<file path="src/rtl/coex_pkg.sv">
package coex_pkg;

  typedef enum logic {
    LINK_TWO   = 1'b0,
    LINK_THREE = 1'b1
  } link_mode_e;

  typedef struct packed {
    logic tx_busy;
    logic rx_busy;
    logic hi_pri;
  } lan_state_t;

  // Deny decision for one slot, taken at the request edge.
  function automatic logic slot_denied(link_mode_e mode, logic pri, lan_state_t lan);
    logic busy;
    busy = lan.tx_busy | lan.rx_busy;
    if (mode == LINK_THREE && pri) begin
      return lan.hi_pri;
    end
    return busy;
  endfunction

endpackage

</file>
<file path="src/rtl/coex_rst_sync.sv">
module coex_rst_sync #(
  parameter int STAGES = 2
) (
  input  logic clk,
  input  logic rst_n,
  output logic rst_n_sync
);
  logic [STAGES-1:0] chain_q;
  logic [STAGES-1:0] chain_d;

  always_comb begin
    chain_d = {chain_q[STAGES-2:0], 1'b1};
  end

  always_ff @(posedge clk or negedge rst_n) begin
    if (!rst_n) begin
      chain_q <= '0;
    end else begin
      chain_q <= chain_d;
    end
  end

  assign rst_n_sync = chain_q[STAGES-1];
endmodule

</file>
<file path="src/rtl/coex_sync.sv">
module coex_sync #(
  parameter int WIDTH  = 2,
  parameter int STAGES = 2
) (
  input  logic             clk,
  input  logic             rst_n,
  input  logic [WIDTH-1:0] d_async,
  output logic [WIDTH-1:0] d_sync
);
  logic [WIDTH-1:0] stage_q [STAGES];
  logic [WIDTH-1:0] stage_d [STAGES];

  genvar s;
  generate
    for (s = 0; s < STAGES; s++) begin : g_stage
      if (s == 0) begin : g_first
        always_comb stage_d[s] = d_async;
      end else begin : g_next
        always_comb stage_d[s] = stage_q[s-1];
      end
      always_ff @(posedge clk or negedge rst_n) begin
        if (!rst_n) begin
          stage_q[s] <= '0;
        end else begin
          stage_q[s] <= stage_d[s];
        end
      end
    end
  endgenerate

  assign d_sync = stage_q[STAGES-1];
endmodule

</file>
<file path="src/rtl/coex_decide.sv">
module coex_decide
  import coex_pkg::*;
(
  input  logic       clk,
  input  logic       rst_n,
  input  logic       en,
  input  link_mode_e mode,
  input  logic       req_s,
  input  logic       pri_s,
  input  lan_state_t lan,
  output logic       deny_q,
  output logic       grant_q
);
  logic req_d;
  logic req_rise;
  logic deny_n;
  logic grant_n;
  logic verdict;

  assign req_rise = req_s & ~req_d;
  assign verdict  = slot_denied(mode, pri_s, lan);

  // next-state
  always_comb begin
    deny_n  = deny_q;
    grant_n = grant_q;
    if (!en || !req_s) begin
      deny_n  = 1'b0;
      grant_n = 1'b0;
    end else if (req_rise) begin
      deny_n  = verdict;
      grant_n = ~verdict;
    end
  end

  // registers
  always_ff @(posedge clk or negedge rst_n) begin
    if (!rst_n) begin
      req_d   <= 1'b0;
      deny_q  <= 1'b0;
      grant_q <= 1'b0;
    end else begin
      req_d   <= req_s;
      deny_q  <= deny_n;
      grant_q <= grant_n;
    end
  end


  hold_in_slot_chk: assert property (@(posedge clk) disable iff (!rst_n)
    (req_s && req_d && en) |=> $stable(deny_q));


  release_on_drop_chk: assert property (@(posedge clk) disable iff (!rst_n)
    !req_s |=> !deny_q);


  off_grants_chk: assert property (@(posedge clk) disable iff (!rst_n)
    !en |=> (!deny_q && !grant_q));


  exclusive_owner_chk: assert property (@(posedge clk) disable iff (!rst_n)
    !(deny_q && grant_q));


  high_pri_rule_chk: assert property (@(posedge clk) disable iff (!rst_n)
    (req_rise && en && mode == LINK_THREE && pri_s) |=> (deny_q == $past(lan.hi_pri)));


  no_decision_without_edge_chk: assert property (@(posedge clk) disable iff (!rst_n)
    (!deny_q && !grant_q && req_s && req_d) |=> (!deny_q && !grant_q));
endmodule

</file>
<file path="src/rtl/coex_ant.sv">
module coex_ant (
  input  logic en,
  input  logic bypass,
  input  logic manual_lvl,
  input  logic default_lvl,
  input  logic granted,
  output logic ant_sel
);
  always_comb begin
    if (!en) begin
      ant_sel = default_lvl;
    end else if (bypass) begin
      ant_sel = manual_lvl;
    end else begin
      ant_sel = granted;
    end
  end
endmodule

</file>
<file path="src/rtl/coex_arbiter.sv">
module coex_arbiter
  import coex_pkg::*;
#(
  parameter int SYNC_STAGES = 2,
  parameter int RST_STAGES  = 2
) (
  input  logic clk,
  input  logic rst_n,
  input  logic cfg_en,
  input  logic cfg_three_wire,
  input  logic cfg_ant_bypass,
  input  logic cfg_ant_manual,
  input  logic cfg_ant_default,
  input  logic bt_req_async,
  input  logic bt_pri_async,
  input  logic wl_tx_busy,
  input  logic wl_rx_busy,
  input  logic wl_hi_pri,
  output logic wl_deny,
  output logic ant_sel
);
  localparam int NUM_ASYNC = 2;

  logic                 rst_n_int;
  logic [NUM_ASYNC-1:0] bt_async;
  logic [NUM_ASYNC-1:0] bt_sync;
  logic                 deny_q;
  logic                 grant_q;
  link_mode_e           mode;
  lan_state_t           lan;

  assign bt_async = {bt_pri_async, bt_req_async};
  assign mode     = link_mode_e'(cfg_three_wire);
  assign lan      = '{tx_busy: wl_tx_busy, rx_busy: wl_rx_busy, hi_pri: wl_hi_pri};

  coex_rst_sync #(.STAGES(RST_STAGES)) u_rst (
    .clk        (clk),
    .rst_n      (rst_n),
    .rst_n_sync (rst_n_int)
  );

  coex_sync #(.WIDTH(NUM_ASYNC), .STAGES(SYNC_STAGES)) u_sync (
    .clk     (clk),
    .rst_n   (rst_n_int),
    .d_async (bt_async),
    .d_sync  (bt_sync)
  );

  coex_decide u_decide (
    .clk     (clk),
    .rst_n   (rst_n_int),
    .en      (cfg_en),
    .mode    (mode),
    .req_s   (bt_sync[0]),
    .pri_s   (bt_sync[1]),
    .lan     (lan),
    .deny_q  (deny_q),
    .grant_q (grant_q)
  );

  coex_ant u_ant (
    .en          (cfg_en),
    .bypass      (cfg_ant_bypass),
    .manual_lvl  (cfg_ant_manual),
    .default_lvl (cfg_ant_default),
    .granted     (grant_q),
    .ant_sel     (ant_sel)
  );

  assign wl_deny = deny_q;


  bypass_level_chk: assert property (@(posedge clk) disable iff (!rst_n_int)
    (cfg_en && cfg_ant_bypass) |-> (ant_sel == cfg_ant_manual));


  off_antenna_chk: assert property (@(posedge clk) disable iff (!rst_n_int)
    !cfg_en |-> (ant_sel == cfg_ant_default));
endmodule

</file>
<file path="config.mk">
export PLATFORM = sky130hd
export DESIGN_NAME = coex_arbiter
export DESIGN_NICKNAME = d
export VERILOG_FILES = /design/src/rtl/coex_pkg.sv /design/src/rtl/coex_rst_sync.sv /design/src/rtl/coex_sync.sv /design/src/rtl/coex_decide.sv /design/src/rtl/coex_ant.sv /design/src/rtl/coex_arbiter.sv
export SDC_FILE = /design/constraint.sdc
export NUM_CORES = 1
export LEC_CHECK = 0
export BUFFER_PORTS_ARGS = -buffer_cell sky130_fd_sc_hd__buf_2
export CAP_MARGIN = 20
export CORE_AREA = 2 2 39 41
export CTS_CLUSTER_DIAMETER = 200
export DETAILED_ROUTE_END_ITERATION = 6
export DIE_AREA = 0 0 41 43
export SYNTH_ARGS = -nofsm -noshare
export SYNTH_HDL_FRONTEND = slang
export SYNTH_SLANG_ARGS = --single-unit
</file>
<file path="constraint.sdc">
create_clock -name clk -period 0.9 [get_ports clk]
set_input_delay 0.09 -clock clk [delete_from_list [all_inputs] [get_ports clk]]
set_output_delay 0.09 -clock clk [all_outputs]
set_load 0.05 [all_outputs]
</file>
---- After elaboration in Yosys (flattened, before gate mapping) ----
Cells that the tools add are included.
storage, ports and cells
  register bits after elaboration ......... 9
  latch bits .............................. 0
  bits in writable memories ............... 0
  bits in read-only memories .............. 0
  bits of input ports ..................... 12
  output and inout bits ................... 2
  word-level logic and storage cells ...... 24
  memories ................................ 0
operators by class
  add/subtract/negate cells ............... 0
  multipliers ............................. 0
  divide/modulo/power cells ............... 0
  magnitude comparators ................... 0
  eq/ne operators ......................... 0
  shifts and indexed selects .............. 0
  muxes and demuxes ....................... 9
  bitwise operators ....................... 4
  reduce and logical (&&, ||, !) cells .... 5
operators by type and width
  operator             count
  $mux W1              9
  $logic_not A1 Y1     2
  $not A1 Y1           2
  $reduce_bool A2 Y1   1
  $and A1 B1 Y1        1
  $logic_and A1 B1 Y1  1
  $logic_or A1 B1 Y1   1
  $or A1 B1 Y1         1

---- Longest topological paths before layout ----
Gate-level depths: netlist of the first run.
  depth in word-level cells ............... 6
  depth in mapped cells ................... 2
  depth with buffers taken out ............ 2

---- Cells and area by module ----
A second synthesis of the first run with hierarchy kept.
unflattened totals
  cells, all modules ...................... 23
  area total of the unflattened synthesis .. 317.8 um2
by module, submodules not included
  module         times used  cells each  area each (um2)  seq. area each (um2)
  coex_decide    1           13          145.1            75.1
  coex_sync      1           4           100.1            100.1
  coex_rst_sync  1           3           53.8             50.0
  coex_ant       1           3           18.8             0.0

---- Worst setup path before layout of the first run ----
Ideal clock, no wire load.
  kind .................................... register to output
  from .................................... register u_decide.grant_q
  to ...................................... output ant_sel
  arrival time ............................ 1.170 ns
  data required time ...................... 0.810 ns
  setup slack ............................. -0.360 ns
  stages on the path, launching flop included .. 3
  buffers on the path ..................... 0
  path through ............................ dfrtp_1 mux2i_1 a21oi_1
on the way
  longest elaborated chain between the ends .. 2
ends and longest elaborated chain
  item                      RTL line            source
  start: declaration        coex_decide.sv:12   output logic grant_q
  start signal: assignment  coex_decide.sv:45   grant_q <= grant_n;
  $mux W1                   coex_ant.sv:12      end else if (bypass) begin
  $mux W1                   coex_ant.sv:10      if (!en) begin
  end: declaration          coex_arbiter.sv:20  output logic ant_sel
Every way passes these cells.

---- Final worst setup path of the first run ----
Same ends and word-level chain as after synthesis.

==> results of run 1 <==
synth_stat cells:
library cell  instances
dfrtp_1               9
a2111oi_0             2
inv_1                 2
a211o_1               1
a21oi_1               1
a311oi_1              1
conb_1                1
mux2i_1               1
nand2_1               1
nand3b_1              1
nor2_1                1
nor2b_1               1
nor4bb_1              1
worst max-delay path: stages, from the launching register on:
cell and delay, ns:
dfrtp_1 0.37, mux2i_1 0.15, a21oi_2 0.08, buf_6 0.15
area by class of cell:
cell class | count | area [um^2] | share of cell area (%)
Sequential cell | 9 | 226.5 | 45.48
Clock buffer | 4 | 26.28 | 5.276
Inverter | 2 | 7.507 | 1.508
Tap cell | 16 | 20.02 | 4.020
Multi-Input combinational cell | 12 | 102.6 | 20.60
Timing Repair Buffer | 17 | 115.1 | 23.12
layer usage:
metal	vias up	part of all wire (%)
met5	-	0
met4	0	0
met3	0	7.6
met2	14	50
met1	126	43
li1	124	-
stage by stage:
stage                     power [mW]  hold WS [ns]  cells
after CTS                     0.8705        0.1125     60
final                         0.8524        0.1171     60
after global placement        0.5298       -0.1235     53
after floorplan               0.4869       -0.2056     23
after detailed placement      0.5331       -0.1236     53
after global routing          0.9111        0.1351     60
how the worst min path moves through the flow:
stage	start	to	slack, ns	depth (start not counted)
detailed placement	rst_n	u_rst.chain_q[1]$_DFF_PN0_	-0.12	1
floorplan	rst_n	u_rst.chain_q[0]$_DFF_PN0_	-0.21	0
finish	u_rst.chain_q[1]$_DFF_PN0_	u_decide.req_d$_DFF_PN0_	0.12	0
global placement	rst_n	u_rst.chain_q[0]$_DFF_PN0_	-0.12	1
global route	rst_n	u_rst.chain_q[1]$_DFF_PN0_	0.14	2
CTS	cfg_en	u_decide.grant_q$_DFFE_PN0P_	0.11	3
cells in the final DEF, fill, tap and decap left out:
master,count
clkbuf_1,1
conb_1,1
nor4bb_1,1
dlygate4sd3_1,3
a2111oi_2,1
nand3b_1,1
nand2_1,1
clkbuf_4,3
dfrtp_1,8
a21oi_2,1
dfrtp_2,1
a211o_1,1
buf_6,2
a2111oi_1,1
inv_1,2
nor2_1,1
buf_4,1
buf_2,11
a311oi_2,1
nor2b_1,1
mux2i_1,1
kinds of logic (layout without fill, tap and decap cells):
logic type / after synthesis / count (layout) / share of synthesized area (%)
AO/OA/AOI/OAI: 5 / 5 / 12.60
buffers and inverters: 2 / 23 / 2.363
flip-flops: 9 / 9 / 70.87
multiplexers: 1 / 1 / 3.150
other: 1 / 1 / 1.180
AND/OR/NAND/NOR: 5 / 5 / 9.843
flip-flops by register name, indices dropped and copies added, names as in the netlist:
signal	count
u_rst.chain_q	2
u_decide.grant_q	1
u_decide.deny_q	1
u_decide.req_d	1
u_sync.d_sync	2
u_sync.stage_d	2
where the power goes:
group	total [mW]	internal, mW	switching (mW)
logic	0.109	0.0555	0.0538
registers	0.442	0.425	0.0173
clock network	0.301	0.170	0.131
total	0.852	0.650	0.202
what timing repair did:
item	in CTS	in global routing
endpoints found under the hold margin	4	0
pin swaps	1	0
hold buffers	3	0
gates resized for setup	6	2
endpoints found under the setup margin	4	4
setup buffers	0	0
==> summary.txt, run 1 <==
Run status
  – Outcome: finished, violations left
  – Violated checks: negative setup slack

STA
  – Max-slew violations: 0
  – Final setup TNS: -0.3734 ns
  – Setup WS post-layout: -0.2023 ns
  – Endpoints failing setup: 4
  – F_max: 907.2 MHz
  – Unrepaired setup endpoints after global routing: true
  – Fin crit period: 1.102 ns
  – Hold violation count in the final report: 0
  – Layout Skew: 0.008343 ns
  – Crit share post-route: 122.5%

Layout
  – Final Util: 35.99%
  – Proportion of layout cells with a drive suffix above 1: 47.73%
  – Fillers: 138
  – Post-route cell area: 498.0 um^2
  – Final Net Count: 57
  – Layout area overhead: 56.69%
  – Diode count: 0

Clocking
  – CTS tree: built
  – CTS H-tree lvls: 1
  – Clock Latency Late Sink: 0.25 ns
  – Number of buffers created by CTS: 3
  – CTS root buffer: clkbuf_4
  – Clock Sink Count: 9
  – Worst-path clk slew: 0.06 ns
  – Maximum clock path buffer count: 2

Critical path
  – Startpoint Class: flop
  – R2R depth: 2
  – Critical path type: reg2out
  – Worst reg2reg path endpoint: u_decide.deny_q$_DFFE_PN0P_
  – Worst R2R Start: u_decide.req_d$_DFF_PN0_
  – Critical Path Fanout Max: 2
  – Setup crit end kind: output port
  – R2R Setup Slk: -0.08 ns
  – Crit path DAT: 1.01 ns
  – Critical Path End: ant_sel
  – Critical Path RT: 0.81 ns
  – Worst Setup SP: u_decide.grant_q$_DFFE_PN0P_

Die
  – Die Wd: 41 um
  – Die height: 43 um
  – CORE AREA: 1384 um^2
  – Die area: 1763 um^2
  – Io pins: 14
  – Site row count: 14
  – Initial Util: 22.97%

Power
  – Power Dens Cells: 1712 nW/um^2
  – Max VDD drop: 1.252 mV
  – Leakage: 0.2299 nW

Global route
  – Vias in the first global route: 298
  – Met1 GRT Util: 8.725%
  – Met2 Resource Use GR: 15.63%
  – Top Usage Layer GRT: met2
  – First-pass GRT wire length: 1.083 mm
  – Met3 global-route usage: 7.853%
  – Initial antenna violation count: 0
  – Pin count of the biggest net entering global routing: 8
  – GRT Overall Usage: 9.868%
  – Total congestion overflow: 0

Logic synthesis
  – Area leader, netlist: dfrtp_1
  – Flops & latches, synth: 9
  – Synth top area share: 70.87%
  – Synth Instances: 23
  – Avg Inst Size Synth: 13.82 um^2
  – Area contributors post-synth: dfrtp_1, a2111oi_0, mux2i_1
  – Mapped Nets: 35
  – Mapped cell area: 317.8 um^2
  – Warnings, synthesis: 0
  – Sequential fraction of the synthesis area: 70.87%
  – Netlist cell types: 13

Detailed routing
  – Via density: 4.400
  – Drc violations: 0
  – Avg WL per Cell: 11.62 um
  – Drt total wl: 697 um
  – Vias: 264
  – Remaining antenna violation count: 0
  – Initial DRC count: 5
  – TritonRoute pass-1 iters: 2

Place
  – Routability cong.: 0.6260
  – Dpl cell area: 415.4 um^2
  – Pre-CTS setup slack: -0.1157 ns
  – Post-DP HPWL: 505.3 um
  – Quantity of I/O buffers inserted on ports: 13

Flow run
  – Max Cap Violations: 0

Min path
  – Worst Hold Class: reg2async
No activity file was read; power rests on OpenSTA's default activity.
==> inputs of run 2 (changes only) <==
Settings changed: CELL_PAD_IN_SITES_DETAIL_PLACEMENT set to 0, CELL_PAD_IN_SITES_GLOBAL_PLACEMENT set to 1, PLACE_DENSITY_LB_ADDON set to 0.1.
==> summary.txt, run 2 (synthesized netlist as in run 1, its figures left out) <==
Critical path
  – Startpoint Class: flop (unchanged)
  – Critical Path End: ant_sel (unchanged)
  – Worst Setup SP: u_decide.grant_q$_DFFE_PN0P_ (unchanged)
  – Worst reg2reg path endpoint: u_decide.grant_q$_DFFE_PN0P_ (was u_decide.deny_q$_DFFE_PN0P_)
  – Worst R2R Start: u_sync.d_sync[1]$_DFF_PN0_ (was u_decide.req_d$_DFF_PN0_)
  – Critical Path Fanout Max: 2 (unchanged)
  – Critical Path RT: 0.81 ns (about the same)
  – R2R depth: 2 (unchanged)
  – Crit path DAT: 1.00 ns (was 1.01 ns)
  – Slowest stage cell, crit path: dfrtp_1 (unchanged)
  – CP cell instances: mux2i_1, a21oi_2, buf_6 (unchanged)
  – Critical path type: reg2out (unchanged)
  – Largest stage delay, worst path: 0.37 ns (about the same)
  – Setup crit end kind: output port (unchanged)
  – R2R Setup Slk: -0.10 ns (was -0.08 ns)

Layout
  – Diode count: 0 (unchanged)
  – Multi-input gate area: 95.09 um^2 (was 102.6 um^2)
  – Most common cell after layout, fill and taps aside: buf_2 (unchanged)
  – Post-route cell area: 498.0 um^2 (unchanged)
  – Final Net Count: 58 (was 57)
  – Register area: 226.5 um^2 (unchanged)
  – Layout area overhead: 56.69% (unchanged)
  – Most frequent cells in the layout: buf_2, dfrtp_1, clkbuf_4, dlygate4sd3_1 (unchanged)
  – Fillers: 144 (was 138)
  – Proportion of layout cells with a drive suffix above 1: 46.67% (was 47.73%)

Clocking
  – Clock Sink Count: 9 (unchanged)
  – Clock Latency Late Sink: 0.25 ns (about the same)
  – Worst-path clk slew: 0.06 ns (about the same)
  – CTS root buffer: clkbuf_4 (unchanged)
  – CTS tree: built (unchanged)
  – Maximum clock path buffer count: 2 (unchanged)
  – CTS H-tree lvls: 1 (unchanged)
  – Number of buffers created by CTS: 3 (unchanged)

Die
  – Die Wd: 41 um (unchanged)
  – Io pins: 14 (unchanged)
  – Initial Util: 22.97% (unchanged)
  – CORE AREA: 1384 um^2 (unchanged)
  – Site row count: 14 (unchanged)
  – Die area: 1763 um^2 (unchanged)
  – Die height: 43 um (unchanged)

Detailed routing
  – Initial DRC count: 0 (was 5)
  – Via density: 4.262 (was 4.400)
  – Drt total wl: 587 um (was 697 um)
  – Remaining antenna violation count: 0 (unchanged)
  – Avg WL per Cell: 9.623 um (was 11.62 um)
  – Drc violations: 0 (unchanged)
  – Vias: 260 (was 264)
  – TritonRoute pass-1 iters: 1 (was 2)

Power
  – Power Dens Cells: 1696 nW/um^2 (was 1712 nW/um^2)
  – Leakage: 0.2343 nW (was 0.2299 nW)
  – Max VDD drop: 0.6631 mV (was 1.252 mV)
  – Total power: 844.7 uW (was 852.4 uW)

Place
  – Quantity of I/O buffers inserted on ports: 13 (unchanged)
  – Pre-CTS setup slack: -0.1882 ns (was -0.1157 ns)
  – Post-DP HPWL: 470.1 um (was 505.3 um)
  – Routability cong.: 0.6691 (was 0.6260)
  – Dpl cell area: 415.4 um^2 (unchanged)

STA
  – Fin crit period: 1.092 ns (was 1.102 ns)
  – Final setup TNS: -0.3582 ns (was -0.3734 ns)
  – Layout Skew: 0.004205 ns (was 0.008343 ns)
  – Max-slew violations: 0 (unchanged)
  – Setup WS post-layout: -0.1923 ns (was -0.2023 ns)
  – Hold violation count in the final report: 0 (unchanged)
  – Endpoints failing setup: 3 (was 4)
  – Unrepaired setup endpoints after global routing: true (unchanged)
  – Crit share post-route: 121.4% (was 122.5%)
  – F_max: 915.5 MHz (was 907.2 MHz)

Global route
  – Initial antenna violation count: 0 (unchanged)
  – First-pass GRT wire length: 897 um (was 1.083 mm)
  – Vias in the first global route: 235 (was 298)
  – GRT Overall Usage: 8.130% (was 9.868%)
  – Total congestion overflow: 0 (unchanged)
  – Pin count of the biggest net entering global routing: 8 (unchanged)

Flow run
  – Max Cap Violations: 0 (unchanged)

Run status
  – Outcome: finished, violations left (unchanged)
  – Violated checks: negative setup slack (unchanged)

Min path
  – Worst Hold Class: reg2async (unchanged)
## run 2: cell types whose count changed in the layout (fill, tap and decap cells not counted)
cell,previous run,this run
a2111oi_0,0,1
a2111oi_1,1,0
a311oi_2,1,0
buf_4,1,2
a311oi_1,0,1
## run 2: power by group
part | total, mW | switching (mW) | internal (mW)
clock | 0.298 | 0.128 | 0.170
combinational | 0.107 | 0.0508 | 0.0559
sequential | 0.441 | 0.0157 | 0.425
total | 0.845 | 0.194 | 0.651
## run 2: what timing repair did
item / 4_1_cts / 5_1_grt
pin swaps: 2 / 0
endpoints found under the hold margin: 4 / 0
hold buffers: 3 / 0
resized for setup: 6 / 0
endpoints found under the setup margin: 4 / 4
setup buffers: 1 / 0
## run 2: per-layer routing
layer  GRT usage (%)  share of wire (%)  wire [um]  vias to the layer above
met5               0                  0          0                        -
met4           6.000                  0          0                        0
met3           4.712                 11         66                        0
met2           11.25                 49        288                       11
met1           8.696                 40        232                      123
li1                -                  -          -                      126
## run 2: per-stage QoR
stage	utilization, %	std cells	hold slack, ns
floorplan	-	23	-0.2056
global placement	30.02	53	-0.1253
detailed placement	30.02	53	-0.1239
CTS	35.99	61	0.1258
global route	35.99	61	0.1348
finish	35.99	61	0.1088
## run 2: area by class of cell
| cell class | instances | area share (%) |
|---|---|---|
| flip-flops and latches | 9 | 45.48 |
| clock buffers | 4 | 5.276 |
| multi-input cells | 12 | 19.10 |
| repair buffers | 18 | 24.62 |
| inverters | 2 | 1.508 |
| well taps | 16 | 4.020 |
## run 2: how the worst min path moves through the flow
stage / startpoint / endpoint / slack [ns] / cells after the start
2_1_floorplan: rst_n / u_rst.chain_q[0]$_DFF_PN0_ / -0.21 / 0
3_3_place_gp: rst_n / u_rst.chain_q[0]$_DFF_PN0_ / -0.13 / 1
3_5_place_dp: rst_n / u_rst.chain_q[0]$_DFF_PN0_ / -0.12 / 1
4_1_cts: u_rst.chain_q[1]$_DFF_PN0_ / u_decide.grant_q$_DFFE_PN0P_ / 0.13 / 0
5_1_grt: u_rst.chain_q[1]$_DFF_PN0_ / u_decide.grant_q$_DFFE_PN0P_ / 0.13 / 0
6_report: u_rst.chain_q[1]$_DFF_PN0_ / u_decide.req_d$_DFF_PN0_ / 0.11 / 0
## run 2: critical path: cells and delay by family, from the launching register on
family | cells | cell delay [ns]
DFF | 1 | 0.37
buffers and inverters | 1 | 0.15
AOI/OAI and AO/OA | 1 | 0.08
muxes | 1 | 0.16
==> inputs of run 3 (changes only) <==
Settings changed: ABC_AREA set to 1.
==> summary.txt, run 3 <==
Run status
  – Outcome: finished, violations left (unchanged)
  – Violated checks: negative setup slack (unchanged)

Flow run
  – Max Cap Violations: 0 (unchanged)

Critical path
  – Critical path's top delay family: flip-flops (unchanged)
  – Slowest stage cell, crit path: dfrtp_1 (unchanged)
  – CP cell instances: nand2_2, a31oi_4, buf_6 (was mux2i_1, a21oi_2, buf_6)
  – Crit. path cell count: 3 (unchanged)
  – Setup crit end kind: output port (unchanged)
  – Crit path DAT: 0.97 ns (was 1.00 ns)
  – Worst reg2reg path endpoint: u_decide.grant_q$_DFFE_PN0P_ (unchanged)
  – Critical Path RT: 0.81 ns (about the same)
  – Critical Path Fanout Max: 2 (unchanged)
  – Worst R2R Start: u_sync.d_sync[1]$_DFF_PN0_ (unchanged)
  – Critical Path End: ant_sel (unchanged)
  – Worst Setup SP: u_decide.grant_q$_DFFE_PN0P_ (unchanged)
  – Largest stage delay, worst path: 0.35 ns (was 0.37 ns)
  – R2R Setup Slk: 0.12 ns (was -0.10 ns)
  – Startpoint Class: flop (unchanged)
  – WP buf/inv: 1 (unchanged)
  – Critical path type: reg2out (unchanged)
  – R2R depth: 4 (was 2)

Power
  – Sequential share of power: 52.5% (was 52.2%)
  – Leakage: 0.2515 nW (was 0.2343 nW)
  – Clock Power Share: 34.9% (was 35.2%)
  – P_int: 644.6 uW (was 650.7 uW)
  – Sw frac: 22.80% (was 22.96%)
  – Switch Pwr: 190.4 uW (was 194.0 uW)
  – Max VDD drop: 0.7422 mV (was 0.6631 mV)
  – Comb power frac: 12.6% (about the same)
  – Power Dens Cells: 1681 nW/um^2 (was 1696 nW/um^2)

Logic synthesis
  – Synth top area share: 69.23% (was 70.87%)
  – Area leader, netlist: dfrtp_1 (unchanged)
  – Warnings, synthesis: 0 (unchanged)
  – Flops & latches, synth: 9 (unchanged)
  – Avg Inst Size Synth: 10.17 um^2 (was 13.82 um^2)
  – Synth Instances: 32 (was 23)
  – Mapped Nets: 44 (was 35)
  – Netlist cell types: 10 (was 13)
  – Most common cell in the netlist: dfrtp_1 (unchanged)
  – Asr flop ratio synth: 100.0% (unchanged)
  – Sequential fraction of the synthesis area: 69.23% (was 70.87%)
  – Mapped cell area: 325.3 um^2 (was 317.8 um^2)
  – EDFF count, synth: 0 (unchanged)
  – Most used DFF post-synth: dfrtp_1 (unchanged)
  – Area contributors post-synth: dfrtp_1, nand2_1, nand3_1 (was dfrtp_1, a2111oi_0, mux2i_1)
  – Commonest cells in the netlist: dfrtp_1, nand2_1, nand3_1, inv_1, nor2_1 (was dfrtp_1, a2111oi_0, inv_1)

Clocking
  – CTS tree: built (unchanged)
  – Worst-path clk slew: 0.06 ns (about the same)
  – Maximum clock path buffer count: 2 (unchanged)
  – Clock Sink Count: 9 (unchanged)
  – CTS H-tree lvls: 1 (unchanged)
  – CTS root buffer: clkbuf_4 (unchanged)
  – Setup Buffers After CTS: 0 (was 1)
  – Number of buffers created by CTS: 3 (unchanged)
  – Clock Latency Late Sink: 0.25 ns (about the same)

Global route
  – Vias in the first global route: 255 (was 235)
  – First-pass GRT wire length: 931 um (was 897 um)
  – Total congestion overflow: 0 (unchanged)
  – Initial antenna violation count: 0 (unchanged)
  – GRT Overall Usage: 8.784% (was 8.130%)
  – Pin count of the biggest net entering global routing: 8 (unchanged)

Die
  – Initial Util: 23.51% (was 22.97%)
  – Die Wd: 41 um (unchanged)
  – Io pins: 14 (unchanged)
  – Die area: 1763 um^2 (unchanged)
  – CORE AREA: 1384 um^2 (unchanged)
  – Site row count: 14 (unchanged)
  – Die height: 43 um (unchanged)

Layout
  – Layout area overhead: 52.69% (was 56.69%)
  – Most common cell after layout, fill and taps aside: buf_2 (unchanged)
  – Proportion of layout cells with a drive suffix above 1: 38.46% (was 46.67%)
  – Final Net Count: 65 (was 58)
  – Most frequent cells in the layout: buf_2, dfrtp_1, nand2_1 (was buf_2, dfrtp_1, clkbuf_4, dlygate4sd3_1)
  – Diode count: 0 (unchanged)
  – Post-route cell area: 496.7 um^2 (was 498.0 um^2)

Place
  – Routability cong.: 0.5813 (was 0.6691)
  – Dpl cell area: 425.4 um^2 (was 415.4 um^2)
  – Quantity of I/O buffers inserted on ports: 13 (unchanged)
  – Pre-CTS setup slack: 0.001130 ns (was -0.1882 ns)
  – Post-DP HPWL: 446.5 um (was 470.1 um)

Detailed routing
  – Avg WL per Cell: 8.279 um (was 9.623 um)
  – Routed met3 length: 54 um (was 66 um)
  – TritonRoute pass-1 iters: 1 (unchanged)
  – Initial DRC count: 0 (unchanged)
  – Via density: 4.059 (was 4.262)
  – M1 WL: 205 um (was 232 um)
  – Met2 wire len: 294 um (was 288 um)
  – Drt total wl: 563 um (was 587 um)
  – Remaining antenna violation count: 0 (unchanged)
  – Vias: 276 (was 260)
  – Top routing layer in use: met4 (was met3)
  – Drc violations: 0 (unchanged)

Min path
  – Worst Hold Class: reg2async (unchanged)

STA
  – Hold violation count in the final report: 0 (unchanged)
  – Unrepaired setup endpoints after global routing: true (unchanged)
  – F_max: 942.7 MHz (was 915.5 MHz)
  – Layout Skew: 0.001224 ns (was 0.004205 ns)
  – Max-slew violations: 0 (unchanged)
  – Endpoints failing setup: 1 (was 3)
  – Final setup TNS: -0.1608 ns (was -0.3582 ns)
  – Fin crit period: 1.061 ns (was 1.092 ns)
  – Crit share post-route: 117.9% (was 121.4%)
  – Setup WS post-layout: -0.1608 ns (was -0.1923 ns)
[run 3: cell types whose count changed after synthesis, moves of 2 or more]
cell / previous run / this run
nand2_1: 1 / 8
nand3_1: 0 / 4
a2111oi_0: 2 / 0
nor2_1: 1 / 3
[run 3: area by class of cell]
class,count,area [um^2]
fill,142,887.1
sequential,9,225.2
timing repair buffer,16,107.6
multi-input combinational,20,106.4
clock buffer,4,26.28
tap,16,20.02
inverter,3,11.26
[run 3: worst min-delay path by stage]
stage	start	to	cells past startpoint
floorplan	rst_n	u_rst.chain_q[0]$_DFF_PN0_	0
detailed placement	rst_n	u_rst.chain_q[1]$_DFF_PN0_	1
CTS	u_rst.chain_q[1]$_DFF_PN0_	u_sync.stage_d[0]$_DFF_PN0_	0
global route	u_rst.chain_q[1]$_DFF_PN0_	u_sync.stage_d[0]$_DFF_PN0_	0
global placement	rst_n	u_rst.chain_q[0]$_DFF_PN0_	1
finish	u_rst.chain_q[1]$_DFF_PN0_	u_decide.req_d$_DFF_PN0_	0
[run 3: metal layers]
metal / track usage [%] / vias to the layer above
li1: - / 141
met1: 8.844 / 124
met2: 12.19 / 9
met3: 3.141 / 2
met4: 10.00 / 0
met5: 0 / -
[run 3: cell families (layout without fill, tap and decap cells)]
logic type | Yosys count | count (layout) | synth area share [%]
simple gates | 17 | 17 | 22.70
other cells | 1 | 1 | 1.153
flops | 9 | 9 | 69.23
compound gates | 2 | 2 | 3.461
buf+inv | 3 | 23 | 3.461
[run 3: what timing repair did]
item / 4_1_cts / 5_1_grt
gates resized for setup: 5 / 0
endpoints found under the hold margin: 4 / 0
gates cloned: 0 / 0
setup endpoints to repair: 2 / 2
pin swaps: 1 / 0
hold buffers: 3 / 0
[run 3: power groups by stage]
stage                     Sequential, mW  Clock, mW  Combinational, mW
after global placement             0.444          0             0.0855
final                              0.438      0.292              0.105
after floorplan                    0.450          0             0.0420
after CTS                          0.439      0.309              0.107
after global routing               0.442      0.340              0.114
after detailed placement           0.445          0             0.0882
[run 3: per-stage QoR]
step	hold WS, ns	std cells	util, %	power [mW]
2_1_floorplan	-0.2056	32	-	0.4916
3_3_place_gp	-0.1256	61	30.74	0.5299
3_5_place_dp	-0.1238	61	30.74	0.5335
4_1_cts	0.1173	68	35.90	0.8548
5_1_grt	0.1384	68	35.90	0.8964
6_report	0.1064	68	35.90	0.8350
[run 3: worst reg2reg max path: cells and delay by family, from the launching register on]
kind / cells / cell delay, ns
AND/OR/NAND/NOR: 3 / 0.20
flip-flops: 1 / 0.39
AO/OA/AOI/OAI: 1 / 0.09
